**src/rtl/bblk_pkg.sv**
```systemverilog
package bblk_pkg;
  localparam int NUM_BLK = 19;
  localparam int BLK_W   = $clog2(NUM_BLK);
  typedef logic [BLK_W-1:0] blk_idx_t;
endpackage

```
**src/rtl/bblk_decode.sv**
```systemverilog
module bblk_decode
  import bblk_pkg::*;
#(
  parameter int ADDR_W   = 19,
  parameter bit TOP_BOOT = 1'b1
) (
  input  logic [ADDR_W-1:0] addr_i,
  output blk_idx_t          blk_o
);
  localparam int HI_W   = 4;
  localparam int HI_LSB = ADDR_W - HI_W;
  localparam int B16    = HI_LSB - 1;  // splits the 16-kword half from the small blocks
  localparam int B8     = HI_LSB - 2;  // splits the boot block from the parameter pair
  localparam int B4     = HI_LSB - 3;  // splits the two parameter blocks

  logic [HI_W-1:0] hi;
  assign hi = addr_i[ADDR_W-1:HI_LSB];

  generate
    if (TOP_BOOT) begin : g_top
      always_comb begin
        if (hi != {HI_W{1'b1}})  blk_o = blk_idx_t'(hi);
        else if (!addr_i[B16])   blk_o = blk_idx_t'(15);
        else if (addr_i[B8])     blk_o = blk_idx_t'(18);
        else if (addr_i[B4])     blk_o = blk_idx_t'(17);
        else                     blk_o = blk_idx_t'(16);
      end
    end else begin : g_bot
      always_comb begin
        if (hi != '0)            blk_o = blk_idx_t'(hi) + blk_idx_t'(3);
        else if (addr_i[B16])    blk_o = blk_idx_t'(3);
        else if (!addr_i[B8])    blk_o = blk_idx_t'(0);
        else if (addr_i[B4])     blk_o = blk_idx_t'(2);
        else                     blk_o = blk_idx_t'(1);
      end
    end
  endgenerate
endmodule

```
**src/rtl/bblk_lock_bank.sv**
```systemverilog
module bblk_lock_bank
  import bblk_pkg::*;
#(
  parameter int NBLK     = NUM_BLK,
  parameter bit LOCK_RST = 1'b0
) (
  input  logic            clk_i,
  input  logic            rst_ni,
  input  logic            set_i,    // lock: flag -> 0
  input  logic            clr_i,    // unlock after bypassed erase: flag -> 1
  input  blk_idx_t        idx_i,
  output logic [NBLK-1:0] lock_o
);
  for (genvar g = 0; g < NBLK; g++) begin : g_flag
    logic hit;
    assign hit = (idx_i == blk_idx_t'(g));
    always_ff @(posedge clk_i or negedge rst_ni) begin
      if (!rst_ni)             lock_o[g] <= LOCK_RST;
      else if (set_i && hit)   lock_o[g] <= 1'b0;
      else if (clr_i && hit)   lock_o[g] <= 1'b1;
    end
  end
endmodule

```
**src/rtl/bblk_guard.sv**
```systemverilog
module bblk_guard (
  input  logic clk_i,
  input  logic rst_ni,
  input  logic lock_bit_i,
  input  logic wp_i,
  input  logic hv_i,
  input  logic pgm_req_i,
  input  logic ers_req_i,
  output logic unlock_o,
  output logic pgm_ok_o,
  output logic pgm_err_o,
  output logic ers_ok_o,
  output logic ers_err_o
);
  logic bypass, allow;
  assign bypass   = wp_i | hv_i;
  assign allow    = bypass | lock_bit_i;
  assign unlock_o = ers_req_i & bypass;

  always_ff @(posedge clk_i or negedge rst_ni) begin
    if (!rst_ni) begin
      pgm_ok_o  <= 1'b0;
      pgm_err_o <= 1'b0;
      ers_ok_o  <= 1'b0;
      ers_err_o <= 1'b0;
    end else begin
      pgm_ok_o  <= pgm_req_i &  allow;
      pgm_err_o <= pgm_req_i & ~allow;
      ers_ok_o  <= ers_req_i &  allow;
      ers_err_o <= ers_req_i & ~allow;
    end
  end
endmodule

```
**src/rtl/boot_lock_guard.sv**
```systemverilog
module boot_lock_guard
  import bblk_pkg::*;
#(
  parameter int ADDR_W   = 19,
  parameter bit TOP_BOOT = 1'b1,
  parameter bit LOCK_RST = 1'b0
) (
  input  logic              clk_i,
  input  logic              rst_ni,
  input  logic [ADDR_W-1:0] addr_i,
  input  logic              wp_i,
  input  logic              hv_ovr_i,
  input  logic              pgm_req_i,
  input  logic              ers_req_i,
  input  logic              lock_set_i,
  output logic [BLK_W-1:0]  blk_o,
  output logic [7:0]        lock_dq_o,
  output logic              pgm_ok_o,
  output logic              pgm_err_o,
  output logic              ers_ok_o,
  output logic              ers_err_o
);
  localparam int STAT_BIT = 6;

  blk_idx_t           blk;
  logic [NUM_BLK-1:0] lock_q;
  logic               lock_bit, unlock;

  bblk_decode #(.ADDR_W(ADDR_W), .TOP_BOOT(TOP_BOOT)) u_dec (
    .addr_i (addr_i),
    .blk_o  (blk)
  );

  bblk_lock_bank #(.NBLK(NUM_BLK), .LOCK_RST(LOCK_RST)) u_bank (
    .clk_i  (clk_i),
    .rst_ni (rst_ni),
    .set_i  (lock_set_i),
    .clr_i  (unlock),
    .idx_i  (blk),
    .lock_o (lock_q)
  );

  assign lock_bit = lock_q[blk];

  bblk_guard u_guard (
    .clk_i      (clk_i),
    .rst_ni     (rst_ni),
    .lock_bit_i (lock_bit),
    .wp_i       (wp_i),
    .hv_i       (hv_ovr_i),
    .pgm_req_i  (pgm_req_i),
    .ers_req_i  (ers_req_i),
    .unlock_o   (unlock),
    .pgm_ok_o   (pgm_ok_o),
    .pgm_err_o  (pgm_err_o),
    .ers_ok_o   (ers_ok_o),
    .ers_err_o  (ers_err_o)
  );

  assign blk_o = blk;
  always_comb begin
    lock_dq_o           = '0;
    lock_dq_o[STAT_BIT] = lock_bit;
  end
endmodule

```
**config.mk**
```make
export PLATFORM = sky130hd
export DESIGN_NAME = boot_lock_guard
export DESIGN_NICKNAME = d
export VERILOG_FILES = /design/src/rtl/bblk_pkg.sv /design/src/rtl/bblk_decode.sv /design/src/rtl/bblk_lock_bank.sv /design/src/rtl/bblk_guard.sv /design/src/rtl/boot_lock_guard.sv
export SDC_FILE = /design/constraint.sdc
export NUM_CORES = 1
export LEC_CHECK = 0
export BUFFER_PORTS_ARGS = -buffer_cell sky130_fd_sc_hd__buf_2
export CORE_ASPECT_RATIO = 1.1
export CORE_UTILIZATION = 51
export CTS_BUF_LIST = sky130_fd_sc_hd__clkbuf_8 sky130_fd_sc_hd__clkbuf_16
export CTS_CLUSTER_DIAMETER = 30
export DETAILED_ROUTE_END_ITERATION = 8
export PLACE_DENSITY = 0.85
export SYNTH_ARGS = -nofsm -noshare
export SYNTH_HDL_FRONTEND = slang
export SYNTH_SLANG_ARGS = --single-unit
```
**constraint.sdc**
```tcl
create_clock -name clk_i -period 6.55 [get_ports clk_i]
set_clock_uncertainty 0.15 [all_clocks]
set_input_delay 0.9825 -clock clk_i [delete_from_list [all_inputs] [get_ports clk_i]]
set_output_delay 0.9825 -clock clk_i [all_outputs]
set_load 0.005 [all_outputs]
```
==> out/results.txt <==
max-slew violation count -> 0
M2 GR Usage -> 35.8%
static leakage -> 0.681 nW
Reg2Reg Depth -> 4
reg-to-reg endpoint -> u_guard.pgm_ok_o
DIE HEIGHT -> 56.7 µm
Final Hold Vio Count -> 0
pin slew with the least headroom to its limit -> 0.736 ns
Synth async-reset ratio -> 100%
switching pwr -> 0.111 mW
Critical Path Start Type -> input pin
setup TNS -> 0 ns
power share of the clock group -> 24.0%
worst endpoint required time -> 5.42 ns
Data arrival, critical path -> 2.97 ns
CP bufs+invs -> 2
Pint -> 0.249 mW
final core utilization -> 58.8%
layout cells sized above 1 -> 19.0%
Syn Std Cell Area -> 0.00139 mm²
antenna-violating nets left -> 0
PortBufs -> 23
outcome -> finished clean
initial antenna violation count -> 0
vias in the first global route -> 1,186
first-pass GRT wire length -> 5.24 mm
setup ws final -> 2.45 ns
starting density of the core -> 54.5%
post-placement setup slack -> 2.50 ns
detailed placer's ending HPWL -> 2.17 mm
synth top area cells -> dfrtp_1 42%, a21oi_1 8.7%, a31oi_1 8.6%
PostCTS Resize Cnt -> 0
DR iter-0 viols -> 70
Clk pin slew, worst setup/hold paths -> 0.08 ns
combinational power share -> 24.8%
CP Capture Type -> primary output
H-tree depth -> 1
top-area cell type share of the netlist area -> 41.5%
ANT cells -> 0
Hold Buf Count CTS -> 0
VDD IR max -> 0.131 mV
top cells by count, synth -> 24 x a21oi_1, 23 x dfrtp_1, 19 x a31oi_1, 10 x nor2_1, 9 x buf_4
die footprint -> 0.00293 mm²
pin count of the biggest net entering global routing -> 24
clk_lat worst skew -> 0.26 ns
RSZ-0062 raised after global routing -> false
setup bufs post-CTS -> 0
sequential area share after synthesis -> 41.5%
Power Dens Cells -> 241 mW/mm²
Cell Chain, Critical Path -> buf_2, nand4_1, a21boi_2, a21oi_1, a211oi_1, a31o_2, buf_2
R2R Setup Slk -> 4.68 ns
Filler cells -> 223
YS warnings -> 0
routed vias/inst -> 6.27
leading area contributor after synthesis -> dfrtp_1
GR Util met3 -> 3.79%
hold_ws -> 0.397 ns
hold path cells -> 2
Distinct cells, synth -> 38
TritonRoute pass-1 iters -> 4
fin crit period -> 4.10 ns
Achievable Freq -> 244 MHz
TritonCTS Sinks -> 23
Net Sw Frac -> 30.9%
top_reg_cell synth -> dfrtp_1
flops & latches, synth -> 23
critical path's largest stage delay -> 0.66 ns
area growth from synthesis to layout -> 7.85%
gr usage total -> 23.9%
total power -> 0.360 mW
Post-synth EDFFs -> 0
GRT Max-Usage Layer -> met2
hold path start -> u_bank.lock_o[13]
final WL -> 3.16 mm
via count -> 1,247
Slew headroom -> 50.6%
Final Non-Filler Cells -> 199
Remaining Overflow, GRT -> 0
syn avg cell area -> 8.94 µm²
Placed Instances -> 195
Crit path top cell by count -> buf_2
detailed-route DRC error count -> 0
TritonCTS Buffers -> 3
most common cell in the netlist -> a21oi_1
Post-Layout Inst Area -> 0.00150 mm²
Die X -> 51.7 µm
CTS Root Cell -> clkbuf_8
CTS tree -> done
Max-Cap Viols -> 0
final number of setup-violating endpoints -> 0
Hold Path End -> u_bank.lock_o[13]
critical path class -> input pin to primary output
Core Area -> 0.00254 mm²
Reg2Reg Launch Point -> u_bank.lock_o[0]
DP Area -> 0.00145 mm²
Worst Hold Class -> flip-flop to flip-flop
average wire per standard cell -> 15.9 µm
nets -> 195
Top Ports -> 43
worst-path fanout max -> 20
Crit path max-delay family -> compound AO/OA/AOI/OAI gates
Seq pwr share -> 51.2%
Final GP Congestion -> 0.821
CTS Buffer Depth -> 2
FP Rows -> 19
WP depth -> 7
CP max stage cell -> a211oi_1
post-route clock period utilization -> 62.6%
Post-Syn Instances -> 155
met1 usage -> 32.1%
[final cells by class]
cell class              instances  area (µm²)  area share, %
inverters                       3        11.3          0.753
well taps                      31        38.8           2.59
multi-input cells             115         709           47.4
flip-flops and latches         23         576           38.5
clock inverters                 1        3.75          0.251
repair buffers                 23         115           7.70
clock buffers                   3        41.3           2.76
[how the worst max path moves through the flow]
stage	startpoint	endpoint	slack, ns
floorplan	addr_i[15]	lock_dq_o[6]	2.95
global placement	addr_i[17]	lock_dq_o[6]	2.52
detailed placement	addr_i[17]	lock_dq_o[6]	2.50
CTS	addr_i[17]	lock_dq_o[6]	2.49
global route	addr_i[17]	lock_dq_o[6]	2.32
finish	addr_i[17]	lock_dq_o[6]	2.45
[registers in the layout (all words and copies together), names as in the netlist]
name               count
u_bank.lock_o         19
u_guard.ers_err_o      1
u_guard.ers_ok_o       1
u_guard.pgm_err_o      1
u_guard.pgm_ok_o       1
[logic make-up (layout without fill, tap and decap cells)]
| logic type | after synthesis | after routing | share of synthesized area, % |
|---|---|---|---|
| compound gates | 58 | 58 | 27.2 |
| flops | 23 | 23 | 41.5 |
| buf+inv | 23 | 30 | 8.93 |
| mux | 3 | 3 | 3.07 |
| other cells | 1 | 7 | 0.270 |
| simple gates | 47 | 47 | 19.0 |
[routing by layer]
metal  vias up  routed length [µm]
met2        77                1470
met1       577                1310
met5         -                   0
met3         8                 296
li1        585                   -
met4         0                  84
[worst reg2reg max path, stage by stage (launching register included)]
cell and delay [ns]:
dfrtp_1 0.40, and3_1 0.17, or4_1 0.53, a311o_1 0.33
o21a_1 0.18
[cells in the final DEF (no fill, tap or decap), types with 2 or more instances in the layout]
| cell type | synthesis | routed |
|---|---|---|
| inv_1 | 3 | 4 |
| nor2b_1 | 5 | 5 |
| dfrtp_1 | 23 | 23 |
| buf_2 | 3 | 23 |
| a21oi_1 | 24 | 24 |
| mux2i_1 | 2 | 2 |
| o221ai_1 | 2 | 2 |
| nor3_1 | 4 | 4 |
| conb_1 | 1 | 7 |
| a31oi_1 | 19 | 19 |
| and2_1 | 3 | 3 |
| clkbuf_8 | 0 | 3 |
| nor2_1 | 10 | 10 |
| o21a_1 | 3 | 3 |
| nor3b_1 | 3 | 3 |
| nand2_1 | 6 | 6 |
| nand3_1 | 5 | 5 |
| and3_1 | 4 | 4 |
[power groups by stage]
stage | Sequential (mW) | Combinational [mW] | Clock (mW)
floorplan | 0.182 | 0.0693 | 0
global placement | 0.185 | 0.0830 | 0
detailed placement | 0.186 | 0.0879 | 0
CTS | 0.184 | 0.0884 | 0.0876
global route | 0.187 | 0.100 | 0.0929
finish | 0.184 | 0.0894 | 0.0864
(Power assumes the default switching activity.)
